File: config.mk
export PLATFORM = sky130hd
export DESIGN_NAME = gpio32_irq
export DESIGN_NICKNAME = d
export VERILOG_FILES = /design/src/rtl/gpio32_pkg.sv /design/src/rtl/gpio32_sync.sv /design/src/rtl/gpio32_bank.sv /design/src/rtl/gpio32_rdmux.sv /design/src/rtl/gpio32_irq.sv
export SDC_FILE = /design/constraint.sdc
export NUM_CORES = 1
export LEC_CHECK = 0
export BUFFER_PORTS_ARGS = -buffer_cell sky130_fd_sc_hd__buf_2
export CORE_MARGIN = 5
export CORE_UTILIZATION = 50
export DETAILED_ROUTE_END_ITERATION = 8
export PLACE_DENSITY_LB_ADDON = 0.25
export SYNTH_ARGS = -nofsm -noshare
export SYNTH_HDL_FRONTEND = slang
export SYNTH_SLANG_ARGS = --single-unit
File: constraint.sdc
create_clock -name clk -period 2.1 [get_ports clk]
set_clock_uncertainty 0.05 [all_clocks]
set_input_delay 0 -clock clk [delete_from_list [all_inputs] [get_ports clk]]
set_output_delay 0 -clock clk [all_outputs]
set_load 0.02 [all_outputs]
File: src/rtl/gpio32_pkg.sv
// Shared constants and types for the 32-pin GPIO controller.
// Assumes eight pins per bank and a 64-byte register window per bank.
package gpio32_pkg;
    localparam int BANK_W = 8;
    localparam int OFF_W  = 6;

    localparam logic [OFF_W-1:0] OFS_MSTAT = 6'h00;
    localparam logic [OFF_W-1:0] OFS_RAW   = 6'h04;
    localparam logic [OFF_W-1:0] OFS_MSET  = 6'h08;
    localparam logic [OFF_W-1:0] OFS_MCLR  = 6'h0C;
    localparam logic [OFF_W-1:0] OFS_DIR   = 6'h10;
    localparam logic [OFF_W-1:0] OFS_DOUT  = 6'h14;
    localparam logic [OFF_W-1:0] OFS_DIN   = 6'h18;
    localparam logic [OFF_W-1:0] OFS_LVL   = 6'h20;

    typedef struct packed {
        logic [BANK_W-1:0] dir;
        logic [BANK_W-1:0] dout;
        logic [BANK_W-1:0] status;
        logic [BANK_W-1:0] mask;
        logic [BANK_W-1:0] sticky;
    } bank_regs_t;
endpackage

File: src/rtl/gpio32_sync.sv
// Multi-stage synchronizer for asynchronous pad levels.
// Assumes STAGES >= 1. Every stage resets to 0.
module gpio32_sync #(
    parameter int W      = 32,
    parameter int STAGES = 2
) (
    input  logic         clk,
    input  logic         rst_n,
    input  logic [W-1:0] d,
    output logic [W-1:0] q
);
    logic [STAGES-1:0][W-1:0] stg;

    // Shift the pad levels through the synchronizer chain.
    always_ff @(posedge clk) begin
        if (!rst_n) begin
            stg <= '0;
        end else begin
            stg[0] <= d;
            for (int i = 1; i < STAGES; i++) begin
                stg[i] <= stg[i-1];
            end
        end
    end

    assign q = stg[STAGES-1];
endmodule

File: src/rtl/gpio32_bank.sv
// One bank of eight pins: direction, output, mask, sticky mode and status.
// Assumes wr_en is already qualified by the bank select, and that lvl is synchronised.
// Within a cycle, a new status event wins over a clear write to the same bit.
module gpio32_bank
    import gpio32_pkg::*;
(
    input  logic              clk,
    input  logic              rst_n,
    input  logic              wr_en,
    input  logic [OFF_W-1:0]  wr_off,
    input  logic [BANK_W-1:0] wr_bits,
    input  logic [BANK_W-1:0] lvl,
    output bank_regs_t        regs,
    output logic [BANK_W-1:0] masked
);
    logic [BANK_W-1:0] lvl_q;
    logic [BANK_W-1:0] hit;
    logic              wr_dir, wr_dout, wr_clr, wr_mset, wr_mclr, wr_stk;

    assign wr_dir  = wr_en && (wr_off == OFS_DIR);
    assign wr_dout = wr_en && (wr_off == OFS_DOUT);
    assign wr_clr  = wr_en && (wr_off == OFS_RAW);
    assign wr_mset = wr_en && (wr_off == OFS_MSET);
    assign wr_mclr = wr_en && (wr_off == OFS_MCLR);
    assign wr_stk  = wr_en && (wr_off == OFS_LVL);

    // Hold the previous synchronised level for rising-edge detection.
    always_ff @(posedge clk) begin
        if (!rst_n) lvl_q <= '0;
        else        lvl_q <= lvl;
    end

    // Event per pin: a rising edge in edge mode, a high level in sticky mode.
    assign hit = (~regs.sticky & lvl & ~lvl_q) | (regs.sticky & lvl);

    // Update the bank registers from bus writes and pin events.
    always_ff @(posedge clk) begin
        if (!rst_n) begin
            regs.dir    <= '1;
            regs.dout   <= '0;
            regs.status <= '0;
            regs.mask   <= '1;
            regs.sticky <= '0;
        end else begin
            if (wr_dir)  regs.dir  <= wr_bits;
            if (wr_dout) regs.dout <= wr_bits;
            regs.status <= (regs.status & ~(wr_clr ? wr_bits : '0)) | hit;
            if (wr_mset)      regs.mask <= regs.mask | wr_bits;
            else if (wr_mclr) regs.mask <= regs.mask & ~wr_bits;
            if (wr_stk)  regs.sticky <= regs.sticky | wr_bits;
        end
    end

    assign masked = regs.status & ~regs.mask;

    AST_DIR_TAKES_WRITE: assert property (@(posedge clk) disable iff (!rst_n) wr_dir |=> (regs.dir == $past(wr_bits)));
    AST_CLEAR_UNLESS_HIT: assert property (@(posedge clk) disable iff (!rst_n) wr_clr |=> ((regs.status & $past(wr_bits & ~hit)) == '0));
    AST_LEVEL_HOLDS: assert property (@(posedge clk) disable iff (!rst_n) (|(regs.sticky & lvl)) |=> (($past(regs.sticky & lvl) & ~regs.status) == '0));
    AST_STICKY_STABLE: assert property (@(posedge clk) disable iff (!rst_n) !wr_stk |=> $stable(regs.sticky));
    AST_MASK_SETS: assert property (@(posedge clk) disable iff (!rst_n) wr_mset |=> (($past(wr_bits) & ~regs.mask) == '0));
    AST_MASK_CLEARS: assert property (@(posedge clk) disable iff (!rst_n) wr_mclr |=> (($past(wr_bits) & regs.mask) == '0));
endmodule

File: src/rtl/gpio32_rdmux.sv
// Combinational read-data selection across the banks.
// Assumes NBANK is a power of two. Write-only and unmapped offsets return zero.
module gpio32_rdmux
    import gpio32_pkg::*;
#(
    parameter int NBANK  = 4,
    parameter int DATA_W = 16
) (
    input  logic [$clog2(NBANK)+OFF_W-1:0]   addr,
    input  bank_regs_t [NBANK-1:0]           regs,
    input  logic [NBANK-1:0][BANK_W-1:0]     masked,
    input  logic [NBANK-1:0][BANK_W-1:0]     lvl,
    output logic [DATA_W-1:0]                rdata
);
    localparam int BSEL_W = $clog2(NBANK);

    logic [BSEL_W-1:0] bsel;
    logic [OFF_W-1:0]  off;
    logic [BANK_W-1:0] sel;
    bank_regs_t        cur;

    // Pick the addressed bank, then the addressed register within it.
    always_comb begin
        bsel = addr[OFF_W +: BSEL_W];
        off  = addr[OFF_W-1:0];
        cur  = regs[bsel];
        case (off)
            OFS_MSTAT: sel = masked[bsel];
            OFS_RAW:   sel = cur.status;
            OFS_MSET:  sel = cur.mask;
            OFS_DIR:   sel = cur.dir;
            OFS_DOUT:  sel = cur.dout;
            OFS_DIN:   sel = lvl[bsel];
            OFS_LVL:   sel = cur.sticky;
            default:   sel = '0;
        endcase
        rdata = DATA_W'(sel);
    end
endmodule

File: src/rtl/gpio32_irq.sv
// Top level of the GPIO controller: synchronizer, one register bank per
// group of eight pins, read multiplexer, and the combined interrupt.
// Assumes NBANK is a power of two >= 2 and DATA_W >= 8. bus_rdata is combinational.
module gpio32_irq
    import gpio32_pkg::*;
#(
    parameter int NBANK       = 4,
    parameter int DATA_W      = 16,
    parameter int SYNC_STAGES = 2
) (
    input  logic                            clk,
    input  logic                            rst_n,
    input  logic [$clog2(NBANK)+OFF_W-1:0]  bus_addr,
    input  logic                            bus_we,
    input  logic [DATA_W-1:0]               bus_wdata,
    output logic [DATA_W-1:0]               bus_rdata,
    input  logic [NBANK*BANK_W-1:0]         pin_in,
    output logic [NBANK*BANK_W-1:0]         pin_oe,
    output logic [NBANK*BANK_W-1:0]         pin_out,
    output logic                            irq
);
    localparam int BSEL_W = $clog2(NBANK);
    localparam int NPIN   = NBANK * BANK_W;

    logic [NPIN-1:0]              lvl;
    bank_regs_t [NBANK-1:0]       regs;
    logic [NBANK-1:0][BANK_W-1:0] masked;
    logic [BSEL_W-1:0]            bsel;
    logic                         unused_hi;

    assign bsel      = bus_addr[OFF_W +: BSEL_W];
    assign unused_hi = ^bus_wdata[DATA_W-1:BANK_W];

    gpio32_sync #(.W(NPIN), .STAGES(SYNC_STAGES)) u_sync (
        .clk   (clk),
        .rst_n (rst_n),
        .d     (pin_in),
        .q     (lvl)
    );

    for (genvar b = 0; b < NBANK; b++) begin : g_bank
        gpio32_bank u_bank (
            .clk     (clk),
            .rst_n   (rst_n),
            .wr_en   (bus_we && (bsel == BSEL_W'(b))),
            .wr_off  (bus_addr[OFF_W-1:0]),
            .wr_bits (bus_wdata[BANK_W-1:0]),
            .lvl     (lvl[b*BANK_W +: BANK_W]),
            .regs    (regs[b]),
            .masked  (masked[b])
        );
        assign pin_oe[b*BANK_W +: BANK_W]  = ~regs[b].dir;
        assign pin_out[b*BANK_W +: BANK_W] = regs[b].dout;
    end

    gpio32_rdmux #(.NBANK(NBANK), .DATA_W(DATA_W)) u_rd (
        .addr   (bus_addr),
        .regs   (regs),
        .masked (masked),
        .lvl    (lvl),
        .rdata  (bus_rdata)
    );

    assign irq = |masked;

    AST_IRQ_FROM_UNMASKED: assert property (@(posedge clk) disable iff (!rst_n) $rose(irq) |-> ($past(bus_we) || (|lvl) || (|$past(lvl))));
endmodule

==> run metrics <==
Cell Area, Synth=11400 µm²; leading cell types by count after synthesis=sky130_fd_sc_hd__dfxtp_1, sky130_fd_sc_hd__nand2_1, sky130_fd_sc_hd__and2_1, sky130_fd_sc_hd__nor2b_1, sky130_fd_sc_hd__mux2i_1; worst slack, placed=0.205 ns; remaining routing DRC violations=0; largest vdd supply drop=0.000561 V; Port Buffer Count=123; layer carrying the most global-route usage=met2; synthesized area divided by synthesized cell count=10.3 µm²; total of flip-flops plus latches after synthesis=256; via count of the first global-routing pass=8631; H-tree depth reported by CTS=1; initial antenna violation count=0; TritonCTS Buffers=27; number of antenna-violating nets in the routed design=0; vias=8858; number of pins with negative max-slew slack in the final report=0; fraction of synthesized cell area taken by the top area cell type=45.1%; synthesis-to-layout area growth=22.1%; cell type with the highest aggregate area in the netlist=sky130_fd_sc_hd__dfxtp_1; initial DRC count=772; detailed placement HPWL=20100 µm; final standard cell count with taps included and fillers excluded=1551; Max Fclk=0.460 GHz; final setup violating endpoints=3; worst reg2reg path depth=3; leakage power total=6.22 nW; startpoint-to-endpoint class of the critical path=reg2out; cells after synthesis=1106; Worst Setup Start Kind=flip-flop; dpl cell area=12100 µm²; EDFF count, synth=0; starting utilization of the core area=50.5%; number of max-capacitance violations reported=0; count of cells along the worst hold path=5; worst setup slack after layout=-0.0757 ns; Skew-Pair Late Insertion Delay=0.53 ns; count of TritonRoute iterations in the first routing pass=5; maximum number of pins on one net before global-route repair=79; Tightest Hold Check Type=in2reg; synth unique cells=46; clock root buffer=sky130_fd_sc_hd__clkbuf_16; worst path arrival time=2.13 ns; gr usage total=22.8%; Net count, final=1305; die span in x=161 µm; die area=25900 µm²; total instance count after detailed placement=1434; final critical-path required period=2.18 ns; final total negative setup slack=-0.142 ns; most frequently used flop master after synthesis=sky130_fd_sc_hd__dfxtp_1; diode insertion count for antenna repair=0; Synth area leaders=sky130_fd_sc_hd__dfxtp_1, sky130_fd_sc_hd__mux4_2, sky130_fd_sc_hd__mux2i_1, sky130_fd_sc_hd__and2_1, sky130_fd_sc_hd__nor2b_1; clock-pin slew on the worst setup and hold paths=0.06 ns; overall routed net length=30500 µm; ys async rst share=0%; smallest hold slack=0.126 ns; met2 track utilization from global routing=36.8%; period utilisation layout=104%; wire length of the first global-routing pass=47800 µm; beginning of the worst hold path=bus_we; final instance area=13900 µm²; nature of the critical path endpoint=primary output; sequential fraction of the synthesis area=45.1%; unrepaired setup endpoints after global routing=true; maximum clock path buffer count=3; RePlAce Congestion=0.889; GR Layer Usage met1=30.9%; data required time at the worst endpoint=2.05 ns; total clock sinks=256; tightest slew margin relative to the limit=54.6%; total grt overflow=0; average wire per cell in the routed design=19.7 µm; total area of sequential cells=5160 µm²; CTS tree=built; worst-case register-to-register setup slack=0.85 ns; number of ports placed on the die boundary=140; Synthesis Warnings=0; most frequent cell after synthesis=sky130_fd_sc_hd__dfxtp_1; Slew @ Worst Pin=0.681 ns; core area=22500 µm²; violations in the final reports=setup timing; post-detailed-route via-to-cell ratio=5.71; outcome=complete, but fails checks; endpoints failing hold=0; floorplan die height=161 µm; met3 GRT Util=4.39%; multi-input gate area in the final layout=5470 µm²; fraction of layout instances using a drive strength above 1=26.1%; maximum fanout count along the critical path=3; power density over the cells=762 nW/µm²; FP Rows=55; number of filler instances in the final layout=1816
-- report_power, final --
| part | internal (W) | switching [W] | total, W |
|---|---|---|---|
| clock | 0.00288 | 0.00191 | 0.00480 |
| combinational | 0.000348 | 0.000388 | 0.000736 |
| sequential | 0.00497 | 0.0000712 | 0.00504 |
| total | 0.00820 | 0.00237 | 0.0106 |
-- routing by layer --
| layer | vias up | share of wire [%] |
|---|---|---|
| met5 | - | 0 |
| met4 | 0 | 3.7 |
| met3 | 78 | 8.7 |
| met2 | 406 | 46 |
| met1 | 4246 | 41 |
| li1 | 4128 | - |
-- how the worst max path moves through the flow --
stage                            from                               endpoint  cells after the start
after detailed placement  bus_addr[6]  g_bank[0].u_bank.regs[2]$_SDFFE_PN0P_                      7
after global routing        flip-flop                                    irq                      6
after CTS                   flip-flop                           bus_rdata[5]                      5
after floorplan           bus_addr[7]                           bus_rdata[4]                      6
after global placement    bus_addr[6]  g_bank[0].u_bank.regs[7]$_SDFFE_PN0P_                      7
final                       flip-flop                                    irq                      6
-- per-stage QoR --
stage,total power [W],util (%)
floorplan,0.00556,-
global placement,0.00577,53.8
detailed placement,0.00578,53.8
CTS,0.0106,60.9
global route,0.0109,61.7
finish,0.0106,61.7
-- timing repair --
action | in CTS | in global routing
pin swaps | 7 | 12
endpoints found under the hold margin | 223 | 0
hold buffers | 60 | 0
buffers inserted | 4 | 2
setup endpoints to repair | 6 | 10
resized for setup | 26 | 38
gates cloned | 0 | 2
-- final cells by class --
| class | count | area share (%) |
|---|---|---|
| Timing Repair Buffer | 237 | 13.1 |
| Sequential cell | 256 | 37.2 |
| Multi-Input combinational cell | 680 | 39.4 |
| Clock buffer | 39 | 5.77 |
| Tap cell | 285 | 2.57 |
| Inverter | 44 | 1.19 |
| Clock inverter | 10 | 0.748 |
-- logic make-up (layout without fill, tap and decap cells) --
logic type | after synthesis | in the layout | synth area share (%)
mux | 117 | 117 | 16.3
compound gates | 123 | 123 | 8.23
simple gates | 432 | 432 | 22.4
other cells | 1 | 8 | 0.0330
flops | 256 | 256 | 45.1
buf+inv | 177 | 330 | 7.95
-- critical path, cell delays in order (launching register included) --
cell                       delay [ns]
sky130_fd_sc_hd__dfxtp_2         0.35
sky130_fd_sc_hd__nand2b_4        0.14
sky130_fd_sc_hd__nand4_1         0.13
sky130_fd_sc_hd__nor4b_2         0.32
sky130_fd_sc_hd__buf_4           0.17
sky130_fd_sc_hd__nand4_1         0.22
sky130_fd_sc_hd__buf_4           0.26
-- layout by cell type (no fill, tap or decap), types with 3 or more instances in the layout --
cell type / Yosys / final
sky130_fd_sc_hd__dfxtp_1: 256 / 230
sky130_fd_sc_hd__buf_2: 29 / 112
sky130_fd_sc_hd__nand2_1: 97 / 97
sky130_fd_sc_hd__and2_1: 96 / 96
sky130_fd_sc_hd__nor2b_1: 70 / 69
sky130_fd_sc_hd__mux2i_1: 64 / 64
sky130_fd_sc_hd__dlygate4sd3_1: 0 / 60
sky130_fd_sc_hd__mux4_2: 49 / 52
sky130_fd_sc_hd__buf_4: 43 / 47
sky130_fd_sc_hd__inv_1: 44 / 44
sky130_fd_sc_hd__nand2b_1: 49 / 44
sky130_fd_sc_hd__nand4_1: 42 / 42
sky130_fd_sc_hd__o211ai_1: 34 / 34
sky130_fd_sc_hd__a21oi_1: 32 / 32
sky130_fd_sc_hd__a32o_1: 32 / 32
sky130_fd_sc_hd__nand3_1: 32 / 30
sky130_fd_sc_hd__clkbuf_16: 0 / 29
sky130_fd_sc_hd__dfxtp_2: 0 / 26
sky130_fd_sc_hd__and3_1: 17 / 13
sky130_fd_sc_hd__buf_12: 0 / 9
sky130_fd_sc_hd__conb_1: 1 / 8
sky130_fd_sc_hd__clkbuf_8: 0 / 8
sky130_fd_sc_hd__clkinv_2: 0 / 7
sky130_fd_sc_hd__nand3_2: 4 / 6
sky130_fd_sc_hd__buf_6: 4 / 6
sky130_fd_sc_hd__a31oi_1: 7 / 5
sky130_fd_sc_hd__and3_4: 1 / 5
sky130_fd_sc_hd__nand2b_4: 0 / 5
sky130_fd_sc_hd__nand3b_1: 4 / 4
sky130_fd_sc_hd__o311a_1: 4 / 4
sky130_fd_sc_hd__nand3_4: 4 / 4
sky130_fd_sc_hd__clkbuf_1: 56 / 4
sky130_fd_sc_hd__nor3b_1: 3 / 3
sky130_fd_sc_hd__o22ai_1: 3 / 3
No activity file was read; power rests on OpenSTA's default activity.
